===== src/rtl/aux_xact_pkg.sv =====
package aux_xact_pkg;

  typedef enum logic [2:0] {
    RES_OK       = 3'd0,
    RES_TIMEOUT  = 3'd1,
    RES_INVALID  = 3'd2,
    RES_DISCON   = 3'd3,
    RES_OVERFLOW = 3'd4
  } resClass_e;

  // strobes from control to datapath
  typedef struct packed {
    logic latchReq;
    logic txAdvance;
    logic rxCapture;
    logic classify;
  } ctrlStrobe_t;

  localparam int FLAG_DISC  = 5;
  localparam int FLAG_TMO   = 4;
  localparam int FLAG_W     = 6;

  function automatic logic isWriteCmd(input logic [3:0] c);
    return (c == 4'h8) || (c == 4'h0) || (c == 4'h4);
  endfunction

endpackage


===== src/rtl/aux_xact_ctrl.sv =====
module aux_xact_ctrl
  import aux_xact_pkg::*;
(
  input  logic        clk,
  input  logic        rstN,
  input  logic        start,
  input  logic        doneAck,
  input  logic        txReady,
  input  logic        rxValid,
  input  logic        rxDone,
  input  logic        txLast,
  output ctrlStrobe_t strobe,
  output logic        txValid,
  output logic        done
);

  typedef enum logic [1:0] {ST_IDLE, ST_SEND, ST_WAIT, ST_DONE} state_e;
  state_e st, stNext;

  always_ff @(posedge clk) begin
    if (!rstN) st <= ST_IDLE;
    else       st <= stNext;
  end

  always_comb begin
    stNext  = st;
    strobe  = '0;
    txValid = 1'b0;
    done    = 1'b0;
    case (st)
      ST_IDLE: if (start) begin
        strobe.latchReq = 1'b1;
        stNext = ST_SEND;
      end
      ST_SEND: begin
        txValid = 1'b1;
        if (txReady) begin
          strobe.txAdvance = 1'b1;
          if (txLast) stNext = ST_WAIT;
        end
      end
      ST_WAIT: begin
        if (rxDone) begin
          strobe.classify = 1'b1;
          stNext = ST_DONE;
        end else if (rxValid) begin
          strobe.rxCapture = 1'b1;
        end
      end
      ST_DONE: begin
        done = 1'b1;
        if (doneAck) stNext = ST_IDLE;
      end
      default: stNext = ST_IDLE;
    endcase
  end

endmodule


===== src/rtl/aux_xact_dpath.sv =====
module aux_xact_dpath
  import aux_xact_pkg::*;
#(
  parameter int MAX_LEN = 16,
  localparam int LEN_W = $clog2(MAX_LEN + 1),
  localparam int IDX_W = $clog2(MAX_LEN),
  localparam int CNT_W = LEN_W + 1,
  localparam int TX_W  = $clog2(MAX_LEN + 5)
) (
  input  logic               clk,
  input  logic               rstN,
  input  ctrlStrobe_t        strobe,
  input  logic [3:0]         cmdIn,
  input  logic [19:0]        addrIn,
  input  logic [LEN_W-1:0]   lenIn,
  input  logic               wrLoadEn,
  input  logic [IDX_W-1:0]   wrLoadIdx,
  input  logic [7:0]         wrLoadByte,
  input  logic [7:0]         rxByte,
  input  logic [FLAG_W-1:0]  rxFlags,
  input  logic [IDX_W-1:0]   rdIdx,
  output logic [7:0]         txByte,
  output logic               txLast,
  output logic [3:0]         replyCode,
  output logic [CNT_W-1:0]   dataCount,
  output logic [2:0]         result,
  output logic [7:0]         rdByte
);

  logic [3:0]       cmdQ;
  logic [19:0]      addrQ;
  logic [LEN_W-1:0] lenQ;
  logic [TX_W-1:0]  txIdx;
  logic [CNT_W-1:0] rxCnt;
  logic [3:0]       codeQ;
  resClass_e        resQ, resNext;
  logic [CNT_W-1:0] dataCntQ, cntNext;
  logic [7:0]       wrBuf [MAX_LEN];
  logic [7:0]       rxBuf [MAX_LEN];

  // request framing
  logic             hasLen;
  logic [TX_W-1:0]  hdrLen, txTotal, payOff;
  logic [IDX_W-1:0] paySlot;

  assign hasLen  = (lenQ != '0);
  assign hdrLen  = hasLen ? TX_W'(4) : TX_W'(3);
  assign txTotal = hdrLen + (isWriteCmd(cmdQ) ? TX_W'(lenQ) : TX_W'(0));
  assign txLast  = (txIdx == txTotal - TX_W'(1));
  assign payOff  = txIdx - hdrLen;
  assign paySlot = payOff[IDX_W-1:0];

  always_comb begin
    if (txIdx == TX_W'(0))                 txByte = {cmdQ, addrQ[19:16]};
    else if (txIdx == TX_W'(1))            txByte = addrQ[15:8];
    else if (txIdx == TX_W'(2))            txByte = addrQ[7:0];
    else if (txIdx == TX_W'(3) && hasLen)  txByte = 8'(lenQ - LEN_W'(1));
    else                                   txByte = wrBuf[paySlot];
  end

  always_ff @(posedge clk) begin
    if (wrLoadEn && int'(wrLoadIdx) < MAX_LEN) wrBuf[wrLoadIdx] <= wrLoadByte;
  end

  // reply capture
  logic [CNT_W-1:0] rxSlotFull;
  logic [IDX_W-1:0] rxSlot;
  assign rxSlotFull = rxCnt - CNT_W'(1);
  assign rxSlot     = rxSlotFull[IDX_W-1:0];

  always_ff @(posedge clk) begin
    if (strobe.rxCapture && rxCnt != '0 && int'(rxCnt) <= MAX_LEN)
      rxBuf[rxSlot] <= rxByte;
  end

  // classification in fixed priority order
  always_comb begin
    resNext = RES_OK;
    cntNext = '0;
    if (rxFlags[FLAG_DISC])          resNext = RES_DISCON;
    else if (rxFlags[FLAG_TMO])      resNext = RES_TIMEOUT;
    else if (|rxFlags[3:0])          resNext = RES_INVALID;
    else if (rxCnt == '0)            resNext = RES_INVALID;
    else if (codeQ == 4'h0 && rxSlotFull > CNT_W'(lenQ))
                                     resNext = RES_OVERFLOW;
    else                             cntNext = rxSlotFull;
  end

  always_ff @(posedge clk) begin
    if (!rstN) begin
      cmdQ     <= '0;
      addrQ    <= '0;
      lenQ     <= '0;
      txIdx    <= '0;
      rxCnt    <= '0;
      codeQ    <= '0;
      resQ     <= RES_OK;
      dataCntQ <= '0;
    end else begin
      if (strobe.latchReq) begin
        cmdQ  <= cmdIn;
        addrQ <= addrIn;
        lenQ  <= lenIn;
        txIdx <= '0;
        rxCnt <= '0;
        codeQ <= '0;
      end
      if (strobe.txAdvance) txIdx <= txIdx + TX_W'(1);
      if (strobe.rxCapture) begin
        if (rxCnt == '0) codeQ <= rxByte[7:4];
        if (rxCnt != '1) rxCnt <= rxCnt + CNT_W'(1);
      end
      if (strobe.classify) begin
        resQ     <= resNext;
        dataCntQ <= cntNext;
      end
    end
  end

  assign replyCode = codeQ;
  assign dataCount = dataCntQ;
  assign result    = resQ;
  assign rdByte    = (resQ == RES_OK && codeQ == 4'h0 && CNT_W'(rdIdx) < dataCntQ)
                     ? rxBuf[rdIdx] : 8'h00;

endmodule


===== src/rtl/aux_xact_engine.sv =====
module aux_xact_engine
  import aux_xact_pkg::*;
#(
  parameter int MAX_LEN = 16,
  localparam int LEN_W = $clog2(MAX_LEN + 1),
  localparam int IDX_W = $clog2(MAX_LEN),
  localparam int CNT_W = LEN_W + 1
) (
  input  logic              clk,
  input  logic              rstN,
  input  logic              start,
  input  logic [3:0]        cmd,
  input  logic [19:0]       addr,
  input  logic [LEN_W-1:0]  reqLen,
  input  logic              wrLoadEn,
  input  logic [IDX_W-1:0]  wrLoadIdx,
  input  logic [7:0]        wrLoadByte,
  output logic              txValid,
  input  logic              txReady,
  output logic [7:0]        txByte,
  input  logic              rxValid,
  input  logic [7:0]        rxByte,
  input  logic              rxDone,
  input  logic [5:0]        rxFlags,
  output logic              done,
  input  logic              doneAck,
  output logic [2:0]        result,
  output logic [3:0]        replyCode,
  output logic [CNT_W-1:0]  dataCount,
  input  logic [IDX_W-1:0]  rdIdx,
  output logic [7:0]        rdByte
);

  ctrlStrobe_t strobe;
  logic        txLast;

  aux_xact_ctrl u_ctrl (
    .clk(clk), .rstN(rstN), .start(start), .doneAck(doneAck),
    .txReady(txReady), .rxValid(rxValid), .rxDone(rxDone), .txLast(txLast),
    .strobe(strobe), .txValid(txValid), .done(done)
  );

  aux_xact_dpath #(.MAX_LEN(MAX_LEN)) u_dpath (
    .clk(clk), .rstN(rstN), .strobe(strobe),
    .cmdIn(cmd), .addrIn(addr), .lenIn(reqLen),
    .wrLoadEn(wrLoadEn), .wrLoadIdx(wrLoadIdx), .wrLoadByte(wrLoadByte),
    .rxByte(rxByte), .rxFlags(rxFlags), .rdIdx(rdIdx),
    .txByte(txByte), .txLast(txLast), .replyCode(replyCode),
    .dataCount(dataCount), .result(result), .rdByte(rdByte)
  );

endmodule


===== config.mk =====
export PLATFORM = sky130hd
export DESIGN_NAME = aux_xact_engine
export DESIGN_NICKNAME = d
export VERILOG_FILES = /design/src/rtl/aux_xact_pkg.sv /design/src/rtl/aux_xact_ctrl.sv /design/src/rtl/aux_xact_dpath.sv /design/src/rtl/aux_xact_engine.sv
export SDC_FILE = /design/constraint.sdc
export NUM_CORES = 1
export LEC_CHECK = 0
export CAP_MARGIN = 25
export CORE_MARGIN = 4
export CORE_UTILIZATION = 59
export DETAILED_ROUTE_END_ITERATION = 8
export PLACE_DENSITY = 0.83
export SLEW_MARGIN = 0
export SYNTH_ARGS = -nofsm -noshare
export SYNTH_HDL_FRONTEND = slang
export SYNTH_SLANG_ARGS = --single-unit

===== constraint.sdc =====
create_clock -name clk -period 4.4 [get_ports clk]
set_input_delay 0.44 -clock clk [delete_from_list [all_inputs] [get_ports clk]]
set_output_delay 0.44 -clock clk [all_outputs]
set_load 0.01 [all_outputs]

## After elaboration in Yosys (flattened, before gate mapping)

Memories as Yosys holds them, arrays and structs flattened.
Index checks and enable logic that the tools add are counted.

| storage, ports and cells | value |
|---|---|
| word-level logic and storage cells | 100 |
| memories kept | 2 |
| output and inout bits | 31 |
| bits in writable memories | 256 |
| flip-flop bits (word level) | 55 |
| input port bits | 67 |

| operators by class | value |
|---|---|
| order comparisons | 3 |
| add/sub/neg operators | 7 |
| muxes and demuxes | 45 |
| equality and inequality tests | 15 |
| reductions and logical operators | 19 |

Memories:

| name | depth | width | read ports | clocked after Yosys merged registers in | wr ports | line | RTL |
|---|---|---|---|---|---|---|---|
| u_dpath.rxBuf | 16 | 8 | 1 | 0 | 1 | aux_xact_dpath.sv:39 | `logic [7:0] rxBuf [MAX_LEN];` |
| u_dpath.wrBuf | 16 | 8 | 1 | 0 | 1 | aux_xact_dpath.sv:38 | `logic [7:0] wrBuf [MAX_LEN];` |

Operators by type and width:

| kind | number |
|---|---|
| two-way mux 6 bit | 8 |
| two-way mux 8 bit | 5 |
| two-way mux 3 bit | 6 |
| two-way mux 5 bit | 3 |
| two-way mux 1 bit | 13 |
| two-way mux 2 bit | 6 |
| two-way mux 4 bit | 3 |
| equality test 5 x 2 -> 1 bit, second input constant | 2 |
| != test 2 bit, second input constant | 5 |
| logical NOT 4 bit | 2 |
| case mux 2 bit (4 select lines) | 1 |
| adder 6 x 1 -> 6 bit, second input constant | 1 |
| > comparator 6 x 5 -> 1 bit | 1 |
| less-or-equal comparator 6 x 5 -> 1 bit, second input constant | 1 |
| logical AND 1 bit | 6 |
| logical NOT 6 bit | 1 |
| < comparator 4 x 6 -> 1 bit | 1 |
| != test 6 bit, second input constant | 1 |
| nonzero test 6 bit | 1 |
| subtractor 5 x 1 -> 6 bit, second input constant | 1 |
| subtractor 6 x 1 -> 6 bit, second input constant | 1 |
| adder 5 x 1 -> 5 bit, second input constant | 1 |
| adder 5 bit | 1 |
| equality test 5 x 1 -> 1 bit, second input constant | 1 |
| other kinds (15) | 17 |

## Longest topological paths before layout

| depth | value |
|---|---|
| depth in word-level cells | 10 |
| gate-level depth with buffers | 13 |
| gate-level depth less buffers | 13 |

## Cells and area by module

From an unflattened synthesis, not the netlist that was laid out.

| second synthesis, totals | value |
|---|---|
| cells, all modules | 881 |
| area total of the unflattened synthesis | 13,470.4 µm² |

By module, submodules not included:

| module | area an instance (µm²) | seq. area each (µm²) | instances | cells an instance |
|---|---|---|---|---|
| aux_xact_dpath | 13,215.2 | 8,748.4 | 1 | 853 |
| aux_xact_ctrl | 255.2 | 40.0 | 1 | 28 |

## Worst setup path after synthesis

Ideal clock, no wire load.

| timing path | value |
|---|---|
| path kind | reg-to-output |
| start point | reg u_dpath.lenQ[0] |
| end point | out txByte[1] |
| slack | 1.052 ns |
| cell stages (with the launch flop) | 13 |
| data required time | 3.960 ns |
| data arrival time | 2.908 ns |
| buffers on the path | 1 |
| path through | dfxtp_1 -> inv_1 -> ha_1 -> or4b_4 -> inv_1 -> ha_1 -> fa_1 -> clkbuf_1 -> mux4_2 -> mux2i_1 -> o22ai_1 -> o2bb2ai_1 -> o21ai_0 |

| between the ends | value |
|---|---|
| word-level cells in the longest chain between the ends | 8 |
| elaborated cells on any way between the ends | 10 |
| those cells by class | add/sub (2); mux (5); reduce/logical (2); memory (1) |

RTL lines:

| element | line | RTL |
|---|---|---|
| from (decl) | aux_xact_dpath.sv:32 | `logic [LEN_W-1:0] lenQ;` |
| from (signal assigned) | aux_xact_dpath.sv:103 | `lenQ <= lenIn;` |
| nonzero test 5 bit | aux_xact_dpath.sv:46 | `assign hasLen = (lenQ != '0);` |
| two-way mux 3 bit | aux_xact_dpath.sv:47 | `assign hdrLen = hasLen ? TX_W'(4) : TX_W'(3);` |
| subtractor 4 bit | aux_xact_dpath.sv:50 | `assign payOff = txIdx - hdrLen;` |
| memory (16 x 8 bit) | -- |  |
| two-way mux 8 bit * | aux_xact_dpath.sv:57 | `else if (txIdx == TX_W'(3) && hasLen) txByte = 8'(lenQ - LEN_W'(1));` |
| two-way mux 8 bit * | aux_xact_dpath.sv:56 | `else if (txIdx == TX_W'(2)) txByte = addrQ[7:0];` |
| two-way mux 8 bit * | aux_xact_dpath.sv:55 | `else if (txIdx == TX_W'(1)) txByte = addrQ[15:8];` |
| two-way mux 8 bit * | aux_xact_dpath.sv:54 | `if (txIdx == TX_W'(0)) txByte = {cmdQ, addrQ[19:16]};` |
| to (decl) | aux_xact_engine.sv:20 | `output logic [7:0] txByte,` |

Every way passes the cells marked *; elsewhere a longest branch is shown, timed or not.

## Worst setup path in the final report

| timing path | value |
|---|---|
| start point | reg u_dpath.lenQ[1] |
| end point | out txByte[4] |

The elaborated chain is that of the path after synthesis.

==> metrics.csv <==
stage,metric,value,unit
routing,drt via density,6.31,
layout,post-layout util,0.700,
clocking,clk root buf,clkbuf_16,
setup_path,crit path kind,flip-flop to output port,
layout,fin cells,1324,
place,GP Congestion,0.817,
place,Post-Place Cells,1266,
clocking,CTS buffer count,29,
clocking,CTS tree,built,
sta,Max Clock Skew,16.0,ps
setup_path,Worst Path Required,3960,ps
die,Ports,98,
routing,post-route ant nets,0,
layout,share of cells above drive strength 1,0.136,
pwr,Seq pwr share,0.395,
synthesis,post-synthesis sequential area ratio,0.647,
die,Starting Density,0.600,
setup_path,Worst Path Arrival,3890,ps
clocking,worst-skew pair later-pin latency,560,ps
die,core area,22600,um2
sta,RSZ-0062 raised after global routing,true,
worst_hold_path,worst min path class,input port to flip-flop,
place,dpl hpwl,20700,um
synthesis,dominant cells by area after synthesis,"edfxtp_1 57%, dfxtp_1 8.1%, mux4_2 7.1%, mux4_1 5.6%, nand2_1 3.4%",
layout,area grow syn2layout,16.8,%
outcome,run status,"complete, no violations",
setup_path,crit path max fanout,16,
die,Die W,160,um
clocking,"CTS clk-pin slew, worst paths",60,ps
synthesis,"Async S/R FF share, synth",0,
setup_path,CP endpoint kind,output port,
pwr,Comb power frac,0.315,
sta,Slew HR,0.335,
synthesis,"FF+latch count, synth",311,
synthesis,Syn Nets,1006,
routing,drt pass-1 iters,5,
clocking,Post-CTS Hold Buffers,0,
die,Die Y,160,um
sta,Worst-Margin Slew,994,ps
setup_path,CP startpoint kind,flip-flop,
setup_path,worst reg2reg setup slack,1140,ps
routing,Vias,8349,
layout,nets,1118,
grt,vias in the first global route,8218,
clocking,clk buf depth,3,
place,Port-buffer cells,97,
synthesis,Synth Instances,904,
synthesis,Syn Std Cell Area,13600,um2
layout,Antenna Cells,0,
die,die area,25500,um2
die,row cnt,55,
synthesis,synth warn,0,
synthesis,Most used DFF post-synth,edfxtp_1,
sta,Final period util,0.985,
pwr,Peak VDD IR,428,uV
synthesis,most numerous cell in the Yosys netlist,edfxtp_1,
synthesis,"Avg Cell Area, Syn",15.0,um2
synthesis,Post-synth EDFFs,256,
pwr,total power,8440,uW
sta,"Slew Viols, Final",0,
run,max-capacitance violation count,0,
synthesis,Synth top area share,0.566,
routing,wire per inst,24.3,um
pwr,switching power total,2520,uW
synthesis,synth cell count leaders,"256 x edfxtp_1, 122 x nand2_1, 55 x dfxtp_1, 55 x nor2_1, 43 x mux4_2",
grt,Total Routing Usage GR,0.251,
grt,initial antenna violation count,0,
routing,initial DRC count,893,
synthesis,cell taking the most area after synthesis,edfxtp_1,
sta,# setup viols final,0,
pwr,Leak,0.00541,uW
sta,f_max,231,MHz
grt,grt total ovfl,0,
grt,largest net degree at the start of global routing,53,
synthesis,synth unique cells,61,
clocking,htree depth,1,
pwr,sw frac,0.299,
sta,clock period minus worst slack,4330,ps
sta,final hold violations,0,
clocking,clock sink count,311,
grt,first-pass GRT wire length,49200,um
pwr,PwrDens,532,nW/um2
pwr,Int Power,5920,uW
routing,DR DRC count,0,
pwr,Clk pwr share,0.289,
routing,Post-Route WL,32200,um
## per-layer routing
metal	vias to the layer above	global-route usage	wire, um	share of wire
li1	3673	-	-	-
met1	4102	0.346	12800	0.40
met2	492	0.411	15600	0.49
met3	82	0.0421	2640	0.082
met4	0	0.0884	1170	0.036
met5	-	0	0	0
## power by group through the flow
| stage | registers [uW] | logic (uW) | clock network (uW) |
|---|---|---|---|
| 4_1_cts | 3330 | 2630 | 2460 |
| 2_1_floorplan | 3380 | 1680 | 0 |
| 3_3_place_gp | 3390 | 2380 | 0 |
| 5_1_grt | 3340 | 2850 | 2610 |
| 3_5_place_dp | 3390 | 2450 | 0 |
| 6_report | 3340 | 2660 | 2440 |
## registers in the layout (all words and copies together) (netlist names)
signal             count
u_dpath.wrBuf        128
u_dpath.addrQ         20
u_dpath.replyCode      4
u_dpath.cmdQ           4
u_dpath.lenQ           5
u_dpath.dataCount      6
u_dpath.rxBuf        128
u_dpath.rxCnt          6
u_dpath.txIdx          5
u_dpath.result         3
u_ctrl.st              2
## path summary, 6_finish.rpt
check	startpoint	endpoint	cells past startpoint
worst max-delay path	u_dpath.lenQ[1]$_SDFFE_PN0P_	txByte[4]	13
worst min-delay path	addr[7]	u_dpath.addrQ[7]$_SDFFE_PN0P_	3
worst max register to register	u_dpath.rxCnt[0]$_SDFF_PN0_	u_dpath.rxBuf[4][5]$_DFFE_PP_	7
worst min register to register	u_dpath.addrQ[15]$_SDFFE_PN0P_	u_dpath.addrQ[15]$_SDFFE_PN0P_	2
## layout by cell type (no fill, tap or decap), types with 14 or more instances in the layout
cell / instances
a21oi_1: 34
ha_1: 32
clkdlybuf4s50_1: 88
nor3_1: 16
edfxtp_1: 256
o21ai_0: 22
nor2_1: 55
nand3_1: 14
dfxtp_1: 55
nand2_1: 122
buf_4: 22
mux4_2: 43
clkbuf_16: 30
a21boi_0: 36
inv_1: 25
mux4_1: 29
## cells by family after synthesis
family / Yosys count / synth area share
XOR/XNOR: 18 / 0.0127
buffers and inverters: 69 / 0.0232
flip-flops: 311 / 0.647
AO/OA/AOI/OAI: 125 / 0.0605
multiplexers: 81 / 0.134
adder cells (fa/ha/maj): 35 / 0.0334
AND/OR/NAND/NOR: 265 / 0.0887
## per-stage QoR
stage | setup TNS, ps | setup WS, ps | hold WS, ps | cell area (um2)
after floorplan | 0 | 1050 | 438 | 13600
after global placement | 0 | 359 | 447 | 14900
after global routing | -11.7 | -11.7 | 470 | 15900
after detailed placement | 0 | 287 | 457 | 14900
after CTS | 0 | 3.67 | 440 | 15800
final | 0 | 66.9 | 458 | 15900
## worst max-delay path, stage by stage, from the launching register on
cell and delay, ps:
dfxtp_1 340, inv_2 90, ha_1 160, or4b_4 510, inv_4 100, ha_2 200
fa_2 510, buf_12 190, mux4_2 320, nand2_1 120, a21o_1 160, o221a_2 240
o22ai_2 80, dlygate4sd2_1 320
## layout make-up
cell class | count | area, um2
tap | 285 | 357
timing repair buffer | 122 | 1170
inverter | 28 | 108
multi-input combinational | 524 | 4510
fill | 1416 | 6790
clock buffer | 39 | 796
clock inverter | 15 | 129
sequential | 311 | 8790
## repair_timing
| item | in CTS | in global routing |
|---|---|---|
| gates resized for setup | 17 | 14 |
| pin swaps | 3 | 6 |
| setup buffers | 0 | 3 |
| cloned | 1 | 0 |
| endpoints found under the setup margin | 8 | 7 |
Power figures use the tool's default switching activity.
